[config.mk]
export PLATFORM = sky130hd
export DESIGN_NAME = lutblk_top
export DESIGN_NICKNAME = d
export VERILOG_FILES = /design/src/rtl/lutblk_pkg.sv /design/src/rtl/lutblk_cfg.sv /design/src/rtl/lutblk_lut.sv /design/src/rtl/lutblk_carry.sv /design/src/rtl/lutblk_outreg.sv /design/src/rtl/lutblk_top.sv
export SDC_FILE = /design/constraint.sdc
export NUM_CORES = 1
export LEC_CHECK = 0
export ABC_AREA = 1
export BUFFER_PORTS_ARGS = -buffer_cell sky130_fd_sc_hd__buf_2
export CELL_PAD_IN_SITES_DETAIL_PLACEMENT = 0
export CELL_PAD_IN_SITES_GLOBAL_PLACEMENT = 1
export CORE_ASPECT_RATIO = 0.9
export CORE_MARGIN = 10
export CORE_UTILIZATION = 39
export CTS_CLUSTER_DIAMETER = 100
export DETAILED_ROUTE_END_ITERATION = 10
export PLACE_DENSITY_LB_ADDON = 0.1
export SYNTH_ARGS = -nofsm -noshare
export SYNTH_HDL_FRONTEND = slang
export SYNTH_SLANG_ARGS = --single-unit
[constraint.sdc]
create_clock -name clk -period 1.3 [get_ports clk]
set_input_delay 0 -clock clk [delete_from_list [all_inputs] [get_ports clk]]
set_output_delay 0 -clock clk [all_outputs]
set_load 0.02 [all_outputs]
[src/rtl/lutblk_pkg.sv]
package lutblk_pkg;

    localparam int LUT_K  = 4;
    localparam int LUT_N  = 1 << LUT_K;
    localparam int TT_W   = 2 * LUT_N;
    localparam int MODE_W = 5;
    localparam int CFG_W  = TT_W + MODE_W;
    localparam int ADDR_W = LUT_K + 1;

    typedef struct packed {
        logic carry_en;
        logic reg_y;
        logic reg_x;
        logic ram_en;
        logic merge;
    } mode_t;

    typedef struct packed {
        mode_t            mode;
        logic [LUT_N-1:0] tt_g;
        logic [LUT_N-1:0] tt_f;
    } cfg_t;

    function automatic logic maj3(input logic a, input logic b, input logic c);
        return (a & b) | (a & c) | (b & c);
    endfunction

endpackage

[src/rtl/lutblk_cfg.sv]
module lutblk_cfg
    import lutblk_pkg::*;
(
    input  logic              clk,
    input  logic              rst,
    input  logic              shift_en,
    input  logic              shift_bit,
    input  logic              wr_en,
    input  logic [ADDR_W-1:0] wr_addr,
    input  logic              wr_bit,
    output cfg_t              cfg,
    output logic              done
);
    localparam int CNT_W = $clog2(CFG_W + 1);

    logic [CFG_W-1:0] store;
    logic [CNT_W-1:0] cnt;

    always_ff @(posedge clk) begin
        if (rst) begin
            store <= '0;
            cnt   <= '0;
            done  <= 1'b0;
        end else if (!done) begin
            if (shift_en) begin
                store <= {store[CFG_W-2:0], shift_bit};
                cnt   <= cnt + 1'b1;
                if (cnt == CNT_W'(CFG_W - 1))
                    done <= 1'b1;
            end
        end else if (wr_en) begin
            store[wr_addr] <= wr_bit;
        end
    end

    assign cfg = cfg_t'(store);

endmodule

[src/rtl/lutblk_lut.sv]
module lutblk_lut #(
    parameter int K = 4,
    localparam int N = 1 << K
) (
    input  logic [N-1:0] tt,
    input  logic [K-1:0] addr,
    output logic         o
);
    assign o = tt[addr];
endmodule

[src/rtl/lutblk_carry.sv]
module lutblk_carry
    import lutblk_pkg::*;
(
    input  logic a0,
    input  logic b0,
    input  logic a1,
    input  logic b1,
    input  logic cin,
    output logic c_mid,
    output logic c_out
);
    assign c_mid = maj3(a0, b0, cin);
    assign c_out = maj3(a1, b1, c_mid);
endmodule

[src/rtl/lutblk_outreg.sv]
module lutblk_outreg (
    input  logic clk,
    input  logic rst,
    input  logic live,
    input  logic use_reg,
    input  logic d,
    output logic q
);
    logic ff;

    always_ff @(posedge clk) begin
        if (rst)
            ff <= 1'b0;
        else
            ff <= live ? d : 1'b0;
    end

    always_comb begin
        if (!live)
            q = 1'b0;
        else if (use_reg)
            q = ff;
        else
            q = d;
    end
endmodule

[src/rtl/lutblk_top.sv]
module lutblk_top
    import lutblk_pkg::*;
(
    input  logic             clk,
    input  logic             rst,
    input  logic             cfg_shift,
    input  logic             cfg_din,
    input  logic [LUT_K-1:0] f_in,
    input  logic [LUT_K-1:0] g_in,
    input  logic             sel5,
    input  logic             cin,
    input  logic             ram_we,
    input  logic             ram_din,
    output logic             out_x,
    output logic             out_y,
    output logic             cout
);
    localparam int NREAD = 3;
    localparam int NOUT  = 2;

    cfg_t cfg_q;
    logic cfg_done;
    logic ram_wr;
    logic c_mid, c_out;

    assign ram_wr = cfg_done & cfg_q.mode.ram_en & ram_we;

    lutblk_cfg u_cfg (
        .clk      (clk),
        .rst      (rst),
        .shift_en (cfg_shift),
        .shift_bit(cfg_din),
        .wr_en    (ram_wr),
        .wr_addr  ({sel5, f_in}),
        .wr_bit   (ram_din),
        .cfg      (cfg_q),
        .done     (cfg_done)
    );

    lutblk_carry u_carry (
        .a0   (f_in[0]),
        .b0   (f_in[1]),
        .a1   (g_in[0]),
        .b1   (g_in[1]),
        .cin  (cin),
        .c_mid(c_mid),
        .c_out(c_out)
    );

    // Carry mode replaces address bit 2 of each table with the incoming carry.
    logic [LUT_K-1:0] addr_f, addr_g;
    always_comb begin
        addr_f = f_in;
        addr_g = g_in;
        if (cfg_q.mode.carry_en) begin
            addr_f[2] = cin;
            addr_g[2] = c_mid;
        end
    end

    // Reads: 0 = F at f address, 1 = G at g address, 2 = G at f address.
    logic [LUT_N-1:0] rd_tt   [NREAD];
    logic [LUT_K-1:0] rd_addr [NREAD];
    logic [NREAD-1:0] rd_bit;

    always_comb begin
        rd_tt[0]   = cfg_q.tt_f;
        rd_addr[0] = addr_f;
        rd_tt[1]   = cfg_q.tt_g;
        rd_addr[1] = addr_g;
        rd_tt[2]   = cfg_q.tt_g;
        rd_addr[2] = addr_f;
    end

    for (genvar r = 0; r < NREAD; r++) begin : g_read
        lutblk_lut #(.K(LUT_K)) u_lut (
            .tt  (rd_tt[r]),
            .addr(rd_addr[r]),
            .o   (rd_bit[r])
        );
    end

    logic comb_x, comb_y;
    always_comb begin
        if ((cfg_q.mode.merge || cfg_q.mode.ram_en) && sel5)
            comb_x = rd_bit[2];
        else
            comb_x = rd_bit[0];
        comb_y = rd_bit[1];
    end

    logic [NOUT-1:0] o_d, o_reg, o_q;
    assign o_d   = {comb_y, comb_x};
    assign o_reg = {cfg_q.mode.reg_y, cfg_q.mode.reg_x};

    for (genvar o = 0; o < NOUT; o++) begin : g_out
        lutblk_outreg u_oreg (
            .clk    (clk),
            .rst    (rst),
            .live   (cfg_done),
            .use_reg(o_reg[o]),
            .d      (o_d[o]),
            .q      (o_q[o])
        );
    end

    assign out_x = o_q[0];
    assign out_y = o_q[1];
    assign cout  = cfg_done & cfg_q.mode.carry_en & c_out;

endmodule

**After elaboration in Yosys (flattened, before gate mapping)**

Index checks and enable logic that the tools add are counted.

- Register bits after elaboration: 46
- Latch bits: 0
- RAM bits: 0
- ROM bits: 0
- Word-level logic and storage cells: 56
- Memories: 0

- Add/subtract/negate cells: 1
- $mul: 0
- Div/mod/pow operators: 0
- Order comparisons: 4
- Equality and inequality tests: 2
- Shifts and indexed selects: 0
- Multiplexer cells: 22
- Bitwise logic cells: 15
- Reduce and logical (&&, ||, !) cells: 7

Operators by type and width:

| operator | number |
|---|---|
| two-way mux 37 bit | 3 |
| bitwise mux 37 bit | 1 |
| two-way mux 1 bit | 14 |
| binary-select mux 1 bit (select 4 bit) | 3 |
| AND 1 bit | 10 |
| < comparator 4 x 5 -> 1 bit (second input constant) | 2 |
| < comparator 5 x 7 -> 1 bit (second input constant) | 1 |
| adder 6 x 1 -> 6 bit (second input constant) | 1 |
| equality test 6 bit (second input constant) | 1 |
| demux 1 bit (select 5 bit) | 1 |
| greater-or-equal comparator 5 x 1 -> 1 bit (second input constant) | 1 |
| bitwise OR 1 bit | 4 |
| AND reduction 2 bit | 2 |
| logical AND 1 bit | 2 |
| inequality test 2 bit (second input constant) | 1 |
| nonzero test 2 bit | 1 |
| OR reduction 2 bit | 1 |
| logical OR 1 bit | 1 |
| inverter 1 bit | 1 |

**Logic depth before layout (Yosys ltp)**

Gate-level depths: netlist of the first run.

- Depth after elaboration: 8
- Mapped depth: 10
- Mapped depth without buffers: 9

**By module**

Synthesis of the first run repeated with hierarchy kept, for this count alone.

- Cell total of the unflattened synthesis: 671
- Area total of the unflattened synthesis: 3698.5 um^2

By module, submodules not included:

| module | instances | cells an instance | area each (um^2) | seq. area each (um^2) |
|---|---|---|---|---|
| lutblk_cfg | 1 | 479 | 2798.9 | 880.8 |
| lutblk_lut | 3 | 50 | 230.2 | 0.0 |
| lutblk_outreg | 2 | 8 | 46.3 | 20.0 |
| lutblk_top | 1 | 15 | 67.6 | 0.0 |
| lutblk_carry | 1 | 11 | 48.8 | 0.0 |

**Worst setup path after synthesis of the first run**

No wires, ideal clock.

- Path type: register to output
- Start: register u_cfg.store[36] (netlist: u_cfg.cfg[36])
- End: output out_x
- Data arrival time: 1.402 ns
- Slack: -0.102 ns
- Cell stages (with the launch flop): 8
- Buffers on the path: 1
- Cells stage by stage: dfxtp_1 -> clkbuf_1 -> o21ai_0 -> nand3_1 -> nand3_1 -> nand3_1 -> nand2_1 -> a21oi_1

- Longest elaborated chain between the ends: 6

Ends and longest elaborated chain:

| what | RTL line | RTL |
|---|---|---|
| start: declaration | lutblk_cfg.sv:16 | `logic [CFG_W-1:0] store;` |
| start signal: assignment | lutblk_cfg.sv:26 | `store <= {store[CFG_W-2:0], shift_bit};` |
| start signal: indexed assignment | lutblk_cfg.sv:32 | `store[wr_addr] <= wr_bit;` |
| two-way mux 1 bit * | lutblk_top.sv:55 | `if (cfg_q.mode.carry_en) begin` |
| binary-select mux 1 bit (select 4 bit) | lutblk_lut.sv:9 | `assign o = tt[addr];` |
| two-way mux 1 bit (not written as such) | lutblk_lut.sv:9 |  |
| two-way mux 1 bit * | lutblk_top.sv:85 | `if ((cfg_q.mode.merge \|\| cfg_q.mode.ram_en) && sel5)` |
| two-way mux 1 bit * | lutblk_outreg.sv:21 | `else if (use_reg)` |
| two-way mux 1 bit * | lutblk_outreg.sv:19 | `if (!live)` |
| end: declaration | lutblk_top.sv:14 | `output logic out_x,` |

Mark *: on every way between the ends. The rest lies on a longest branch, timed or not. The select of a mux whose other input is x is not followed.

**Worst setup path after layout of the first run**

- Start: register u_cfg.store[36] (netlist: u_cfg.cfg[36])
- End: output out_y

- Longest elaborated chain between the ends: 5

Ends and longest elaborated chain:

| what | RTL line | RTL |
|---|---|---|
| two-way mux 1 bit | lutblk_top.sv:55 |  |
| binary-select mux 1 bit (select 4 bit) | lutblk_lut.sv:9 |  |
| two-way mux 1 bit (not written as such) | lutblk_lut.sv:9 |  |
| two-way mux 1 bit | lutblk_outreg.sv:21 |  |
| two-way mux 1 bit | lutblk_outreg.sv:19 |  |
| end: declaration | lutblk_top.sv:15 | `output logic out_y,` |

Every way passes these cells. The select of a mux whose other input is x is not followed.

==> results of run 1 <==
## synth_stat cells (all sizes together), types with 2 or more instances
cell    instances  area [µm²]
a21boi         25         188
o21a            4        30.0
nand2          92         348
ha              2        25.0
nor4            2        18.8
clkbuf         14        52.6
nor3            9        92.6
a21oi          77         389
inv            30         115
dfxtp          46         921
nor2           50         203
nand3          26         130
o21ai          53         265
buf            10        55.1
## worst max-delay path by stage
stage / startpoint / end / slack, ns / cells after the start
floorplan: u_cfg.done / u_cfg.cfg[4] / -0.008 / 8
global placement: u_cfg.cfg[36] / out_y / -0.14 / 9
detailed placement: u_cfg.cfg[36] / out_y / -0.13 / 9
CTS: u_cfg.cfg[36] / out_x / -0.22 / 9
global route: u_cfg.cfg[36] / out_y / -0.31 / 9
finish: u_cfg.cfg[36] / out_y / -0.26 / 9
## power breakdown
part | internal, µW | total, µW | switching [µW]
Combinational | 365 | 839 | 474
Clock | 616 | 1100 | 485
Sequential | 1490 | 1570 | 74.8
Total | 2470 | 3510 | 1030
## sequential cells by signal, indices dropped and copies added (netlist names)
register         cells
u_cfg.cnt            6
g_out.u_oreg.ff      2
u_cfg.done           1
u_cfg.cfg           37
## cell type report
cell class	instances	area, µm²	area share, %
flip-flops and latches	46	943	22.9
multi-input cells	344	2190	53.2
repair buffers	66	631	15.3
inverters	31	121	2.95
well taps	93	116	2.83
clock buffers	6	82.6	2.01
clock inverters	1	30.0	0.730
## metal layers
metal	up-vias	wire length [µm]	GRT usage [%]	share of wire, %
met4	0	107	3.80	1.2
li1	1612	-	-	-
met5	-	0	0	0
met1	1447	4230	20.0	47
met2	49	4370	27.2	48
met3	10	314	2.78	3.5
## per-stage QoR
stage	instances	utilization (%)	power [µW]	setup WS (ns)	TNS [ns]
after global routing	587	57.8	3700	-0.311	-5.27
after CTS	584	55.5	3480	-0.220	-2.74
final	587	57.8	3510	-0.264	-2.81
after global placement	565	46.6	2200	-0.139	-1.08
after detailed placement	565	46.6	2210	-0.135	-3.15
after floorplan	445	-	1960	-0.00751	-0.0150
## cell usage in the layout (no fill, tap or decap), types with 2 or more instances in the layout
| cell | n |
|---|---|
| a21boi_0 | 23 |
| a21boi_1 | 2 |
| a21oi_1 | 61 |
| a21oi_2 | 12 |
| a21oi_4 | 4 |
| buf_12 | 9 |
| buf_2 | 16 |
| buf_4 | 29 |
| buf_6 | 8 |
| clkbuf_8 | 6 |
| dfxtp_1 | 34 |
| dfxtp_2 | 9 |
| dfxtp_4 | 3 |
| dlygate4sd3_1 | 2 |
| ha_1 | 2 |
| inv_1 | 21 |
| inv_2 | 7 |
| inv_4 | 2 |
| nand2_1 | 89 |
| nand2_2 | 2 |
| nand3_1 | 9 |
| nand3_2 | 17 |
| nor2_1 | 20 |
| nor2_2 | 2 |
| nor2_4 | 28 |
| nor3_1 | 2 |
| nor3_2 | 5 |
| nor3_4 | 2 |
| o21a_1 | 4 |
| o21ai_0 | 16 |
| o21ai_1 | 21 |
| o21ai_2 | 15 |
## tightest hold or removal path, stage by stage
cell     delay [ns]
buf_2          0.08
nand2_1        0.05
o21ai_0        0.06
o21ai_0        0.08
nor2_1         0.09
## repair_timing
item / 4_1_cts / 5_1_grt
endpoints found under the hold margin: 3 / 0
pin swaps: 20 / 22
setup buffers: 8 / 7
gates resized for setup: 99 / 57
hold buffers: 2 / 0
endpoints found under the setup margin: 35 / 37
cloned: 2 / 1
## cells by family after synthesis
group / Yosys count / synth area share [%]
DFF: 46 / 32.0
and+or+nand+nor: 181 / 28.0
AOI/OAI and AO/OA: 161 / 31.3
adders and majority gates: 2 / 0.869
buffers and inverters: 55 / 7.87
==> results.toml, run 1 <==
[setup_path]
crit_top_cell = "nand3_2"
critPathRequiredTime_ns = 1.30
cp-end-kind = "primary output"
rr_worst_depth = 8
r2r_end = "u_cfg.cfg[20]"
worst-path-buf-inv = 3
path_class = "reg -> out"
worstPathMaxFanout = 5
path_delay_family = "simple AND/OR/NAND/NOR gates"
setup.worst_path.start_class = "flip-flop"
critical_path.slowest_cell = "dfxtp_4"
rrSetupSlack_ns = -0.15
critPathMaxStageDelay_ns = 0.40
cp.arrival_ns = 1.56
reg2reg_from = "u_cfg.cfg[33]"
cp_cell_sequence = "buf_6 -> nor2_4 -> a21oi_4 -> nand3_2 -> nand3_2 -> nand3_2 -> nand2_1 -> inv_1 -> buf_6"

[cells_and_area]
final_net_count = 512
drive_gt1_share_pct = 37.0
finalInstanceArea_um2 = 4110
fillCellCount = 711
n_antenna_cell = 0
areaGrowthSynthToFinish_pct = 42.9

[die]
rows = 29
dieArea_um2 = 11200
ios = 19
chipWidth_um = 111
core_area_um2 = 7110
start_util_pct = 40.5
die_y_um = 102

[route]
drt_iter0_drc = 134
antenna_left = 0
vias_per_cell = 5.31
first_pass_iters = 4
drt-total-wl_um = 9020
drc_errors = 0
wl_per_cell_um = 15.4
via_count = 3118

[clock_tree]
clkLatencyLatePin_ns = 0.30
root_buffer = "clkbuf_8"
cts.clk_slew.worst_paths_ns = 0.09
cts_tree = "built"
cts_inserted_buffers = 5
clockBufferDepth = 2
cts_sinks = 46
htreeDepth = 2

[synthesis]
synth-async-reset-ratio_pct = 0
ys_warn_count = 0
syn_area_um2 = 2880
ys_types = 29
synth_seq_cells = 46
synth.net_count = 463
synth_ff_type = "dfxtp_1"
ys_seq_area_share_pct = 32.0
avgSynthCellArea_um2 = 6.47
synth_edf_count = 0
synth_cells = 445

[sta]
setup_ws_ns = -0.264
slew_viol_final = 0
fin_crit_ns = 1.56
maxSlewHeadroom_pct = 69.7
hold_viol_final = 0
rsz0062_at_grt = "true"
max_freq_ghz = 0.639
worst_slew_pin_slew_ns = 0.454
holdWs_ns = 0.107
final.setup_skew_ns = 0.00691
finalSetupViolations = 32
fin_crit_sh_pct = 120

[hold_path]
hold_depth = 5
hold_class = "in -> reg"
worstHoldEndpoint = "u_cfg.cfg[0]"
min_from = "cfg_din"

[global_routing]
grt_pass1_vias = 3025
antenna_found_initial = 0
grt_max_degree = 31
grt_pass1_wl_um = 15000
grtUsageTotal_pct = 15.8
grt-ovfl-total = 0

[placed_design]
hpwlAfterDp_um = 6030
gp_congestion = 0.826
portBuffers = 18
post_dp_cell_area_um2 = 3320

[pwr]
vdd_drop_max_mv = 0.537
powerDensity_nw_per_um2 = 852
leakagePower_uw = 0.00176

[flow_run]
cap_violations = 0

[run_status]
status = "finished with violations"
violations = "setup timing"
Note: power is estimated with default switching activity, not from simulation.
==> inputs of run 2 (changes only) <==
--- a/config.mk
+++ b/config.mk
@@ -10,8 +10,7 @@
 export CELL_PAD_IN_SITES_DETAIL_PLACEMENT = 0
 export CELL_PAD_IN_SITES_GLOBAL_PLACEMENT = 1
 export CORE_ASPECT_RATIO = 0.9
-export CORE_MARGIN = 10
-export CORE_UTILIZATION = 39
+export CORE_UTILIZATION = 40
 export CTS_CLUSTER_DIAMETER = 100
 export DETAILED_ROUTE_END_ITERATION = 10
 export PLACE_DENSITY_LB_ADDON = 0.1
==> constraint.sdc (replaced) <==
create_clock -name clk -period 1.8 [get_ports clk]
set_input_delay 0 -clock clk [delete_from_list [all_inputs] [get_ports clk]]
set_output_delay 0 -clock clk [all_outputs]
set_load 0.02 [all_outputs]
==> results.toml, run 2 (synthesized netlist as in run 1, its figures left out) <==
[run_status]
status = "completed"

[setup_path]
cp-end-kind = "primary output"
cp.arrival_ns = 1.64
cp_cell_sequence = "nand2_1 -> o21ai_1 -> nand2_1 -> nand3_1 -> nand3_1 -> nand3_1 -> nand2_1 -> a21oi_1 -> buf_2"
path_class = "reg -> out"
critical_path.slowest_cell = "dfxtp_1"
critPathRequiredTime_ns = 1.80
setup.worst_path.start_class = "flip-flop"
path_delay_family = "simple AND/OR/NAND/NOR gates"
worst-path-buf-inv = 1
worstPathMaxFanout = 4
rrSetupSlack_ns = 0.22
critPathMaxStageDelay_ns = 0.41

[sta]
final.setup_skew_ns = 0.00647
tns_ns = 0
slew_viol_final = 0
worst_slew_pin_slew_ns = 0.419
setup_ws_ns = 0.163
max_freq_ghz = 0.611
finalSetupViolations = 0
rsz0062_at_grt = "false"
hold_viol_final = 0
maxSlewHeadroom_pct = 71.8
fin_crit_sh_pct = 90.9
fin_crit_ns = 1.64

[clock_tree]
clkLatencyLatePin_ns = 0.31
cts_sinks = 46
cts_setup_buffers = 0
htreeDepth = 2
root_buffer = "clkbuf_8"
cts.clk_slew.worst_paths_ns = 0.10
cts_tree = "built"
cts_inserted_buffers = 5
clockBufferDepth = 2

[global_routing]
grt_pass1_vias = 2704
grt_pass1_wl_um = 13700
antenna_found_initial = 0
grt_max_degree = 36
grt-ovfl-total = 0
grtUsageTotal_pct = 23.0

[die]
ios = 19
die_y_um = 82.5
rows = 28
chipWidth_um = 91.4
dieArea_um2 = 7540
core_area_um2 = 6760
start_util_pct = 42.6

[route]
wl_per_cell_um = 14.2
drt-total-wl_um = 7840
drc_errors = 0
first_pass_iters = 4
via_count = 2899
vias_per_cell = 5.25
drt_iter0_drc = 190
antenna_left = 0

[cells_and_area]
largest_reg_flops = 37
finalInstanceArea_um2 = 3210
drive_gt1_share_pct = 14.1
mostFrequentLayoutCells = "91 x nand2_1, 76 x a21oi_1, 45 x dfxtp_1"
n_antenna_cell = 0
final_net_count = 479
fillCellCount = 730
mostFrequentLayoutCell = "nand2_1"
areaGrowthSynthToFinish_pct = 11.6

[placed_design]
portBuffers = 18
post_dp_cell_area_um2 = 3080
hpwlAfterDp_um = 5570
gp_congestion = 0.758
dp_slack_ns = 0.239

[flow_run]
cap_violations = 0

[pwr]
leakagePower_uw = 0.00142
vdd_drop_max_mv = 0.306
powerDensity_nw_per_um2 = 693

[hold_path]
hold_class = "in -> reg"
run 2: report_power, final:
group	switching (µW)	total (µW)	internal, µW
Sequential	52.5	1130	1080
Combinational	255	400	145
Clock	416	698	282
run 2: metal layers:
metal / routed length, µm / track usage (%)
met1: 4190 / 32.9
met2: 3440 / 37.3
met3: 173 / 3.02
met4: 39 / 4.60
met5: 0 / 0
run 2: cell type report:
cell class / count / area (µm²) / area share (%)
Timing Repair Buffer: 33 / 223 / 6.93
Multi-Input combinational cell: 344 / 1740 / 54.1
Tap cell: 90 / 113 / 3.51
Clock buffer: 5 / 68.8 / 2.14
Inverter: 31 / 119 / 3.70
Sequential cell: 46 / 925 / 28.8
Clock inverter: 3 / 25.0 / 0.779
run 2: through the flow:
stage                     power, µW  std cells  util [%]  hold WS [ns]
after global placement         1540        541      45.5         0.209
after CTS                      2240        552      47.4        0.0604
final                          2230        552      47.5        0.0641
after global routing           2340        552      47.5        0.0939
after detailed placement       1540        541      45.5         0.207
after floorplan                1420        445         -        0.0761
run 2: final timing paths:
check | from | end | cells past startpoint
setup / recovery | u_cfg.cfg[23] | out_x | 9
hold / removal | cfg_din | u_cfg.cfg[0] | 5
setup reg to reg | u_cfg.cfg[33] | u_cfg.cfg[31] | 7
hold reg to reg | u_cfg.cnt[5] | u_cfg.cnt[5] | 2
run 2: worst min-delay path, cell delays in order:
cell     delay [ns]
buf_2          0.08
nand2_1        0.05
o21ai_0        0.06
o21ai_0        0.08
nor2_1         0.07
run 2: timing repair:
action                                  in CTS  in global routing
resized for setup                            2                  5
endpoints found under the setup margin       1                  1
hold endpoints to repair                     5                  0
hold buffers                                 3                  0
==> inputs of run 3 (changes only) <==
--- a/config.mk
+++ b/config.mk
@@ -6,13 +6,13 @@
 export NUM_CORES = 1
 export LEC_CHECK = 0
 export ABC_AREA = 1
-export BUFFER_PORTS_ARGS = -buffer_cell sky130_fd_sc_hd__buf_2
 export CELL_PAD_IN_SITES_DETAIL_PLACEMENT = 0
 export CELL_PAD_IN_SITES_GLOBAL_PLACEMENT = 1
 export CORE_ASPECT_RATIO = 0.9
 export CORE_UTILIZATION = 40
 export CTS_CLUSTER_DIAMETER = 100
 export DETAILED_ROUTE_END_ITERATION = 10
+export DONT_BUFFER_PORTS = 1
 export PLACE_DENSITY_LB_ADDON = 0.1
 export SYNTH_ARGS = -nofsm -noshare
 export SYNTH_HDL_FRONTEND = slang
==> results.toml, run 3 (synthesized netlist as in run 1, its figures left out) <==
[global_routing]
grt-ovfl-total = 0
met2_usage_pct = 36.8
met3_usage_pct = 3.57
grtUsageTotal_pct = 23.0
grt_pass1_wl_um = 13600
grt_max_degree = 44
grt.busiest_layer = "met2"
antenna_found_initial = 0
grtUsageMet1_pct = 32.1
grt_pass1_vias = 2667

[pwr]
vdd_drop_max_mv = 0.239
p_comb_share_pct = 16.1
leakagePower_uw = 0.00133
powerDensity_nw_per_um2 = 698
power_frac_seq_pct = 52.2
p_switching_uw = 681
cellInternalPower_uw = 1490
sw_frac_of_total_pct = 31.4
pwr-share-clk_pct = 31.7
p_total_uw = 2170

[route]
drt_iter0_drc = 150
drt-total-wl_um = 7950
via_count = 2840
drc_errors = 0
first_pass_iters = 4
wl_per_cell_um = 14.9
vias_per_cell = 5.33
antenna_left = 0

[sta]
fin_crit_ns = 1.64
rsz0062_at_grt = "false"
finalSetupViolations = 0
worst_slew_pin_slew_ns = 0.461
maxSlewHeadroom_pct = 69.1
tns_ns = 0
fin_crit_sh_pct = 91.2
holdWs_ns = -0.00164
hold_viol_final = 1
max_freq_ghz = 0.609
slew_viol_final = 0
final.setup_skew_ns = 0.0126

[clock_tree]
cts_sinks = 46
cts_tree = "built"
htreeDepth = 2
clkLatencyLatePin_ns = 0.31
clockBufferDepth = 2
cts.clk_slew.worst_paths_ns = 0.11
cts_inserted_buffers = 5
root_buffer = "clkbuf_8"

[setup_path]
cp.arrival_ns = 1.64
critPathRequiredTime_ns = 1.80
cp-end-kind = "primary output"
worstPathMaxFanout = 10
path_class = "reg -> out"
setup.worst_path.start_class = "flip-flop"
rr_worst_depth = 7

[placed_design]
post_dp_cell_area_um2 = 2960
hpwlAfterDp_um = 5510
gp_congestion = 0.841
place_inst = 521
portBuffers = 0

[cells_and_area]
largest_reg_flops = 37
n_antenna_cell = 0
mostFrequentLayoutCell = "nand2_1"
drive_gt1_share_pct = 10.2
finalInstanceArea_um2 = 3110
mostFrequentLayoutCells = "91 x nand2_1, 76 x a21oi_1, 45 x dfxtp_1"
fillCellCount = 728
stdcell_count = 533
regArea_um2 = 925
final_net_count = 460
multi_input_area_um2 = 1740
areaGrowthSynthToFinish_pct = 7.91

[die]
chipWidth_um = 91.4
core_area_um2 = 6760
start_util_pct = 42.6
die_y_um = 82.5
rows = 28
ios = 19
dieArea_um2 = 7540

[flow_run]
cap_violations = 0

[hold_path]
hold_class = "in -> reg"
hold_depth = 2

[run_status]
status = "finished with violations"
violations = "hold timing"
## run 3: changes by cell type in the layout (fill, tap and decap cells not counted)
cell / previous run / this run
o21ai_1: 32 / 30
inv_4: 1 / 2
o21ai_0: 19 / 21
buf_12: 1 / 0
buf_4: 11 / 10
inv_2: 6 / 5
dlygate4sd3_1: 3 / 4
buf_2: 18 / 0
## run 3: timing repair
item,4_1_cts,5_1_grt
gates resized for setup,2,4
setup endpoints to repair,1,3
hold buffers,4,0
hold endpoints to repair,5,0
pin swaps,0,1
gates cloned,0,0
setup buffers,0,0
## run 3: layout make-up
class / count / area share [%]
repair buffers: 14 / 3.71
multi-input cells: 344 / 56.0
well taps: 90 / 3.62
clock buffers: 5 / 2.22
flip-flops and latches: 46 / 29.8
clock inverters: 3 / 0.805
inverters: 31 / 3.91
## run 3: worst paths after layout
path,start,endpoint,slack [ns]
setup / recovery,u_cfg.cfg[36],out_x,0.16
hold / removal,cfg_shift,u_cfg.cfg[33],-0.002
setup reg to reg,u_cfg.done,u_cfg.cfg[28],0.25
hold reg to reg,u_cfg.cnt[5],u_cfg.cnt[5],0.50
## run 3: power by group through the flow
stage	clock network, µW	logic [µW]	registers [µW]
after floorplan	0	285	1130
after global placement	0	333	1150
after detailed placement	0	337	1150
after CTS	702	347	1130
after global routing	743	409	1140
final	688	349	1130
## run 3: per-stage QoR
stage               utilization, %  setup WS (ns)  hold slack (ns)
finish                        45.9          0.159         -0.00164
global route                  45.9         0.0179           0.0102
CTS                           45.8         0.0351        0.0000860
detailed placement            43.8          0.153           0.0801
global placement              43.8          0.163           0.0784
floorplan                        -          0.398           0.0761
## run 3: worst max-delay path: stages, from the launching register on
cell     delay [ns]
dfxtp_4        0.40
o21ai_2        0.25
nand3_1        0.14
nand3_1        0.10
nand3_1        0.08
nand2_1        0.11
a21oi_1        0.08
buf_4          0.16
## run 3: metal layers
layer,vias up,share of wire [%]
met3,9,4.0
li1,1495,-
met1,1290,51
met2,46,44
met5,-,0
met4,0,0.98
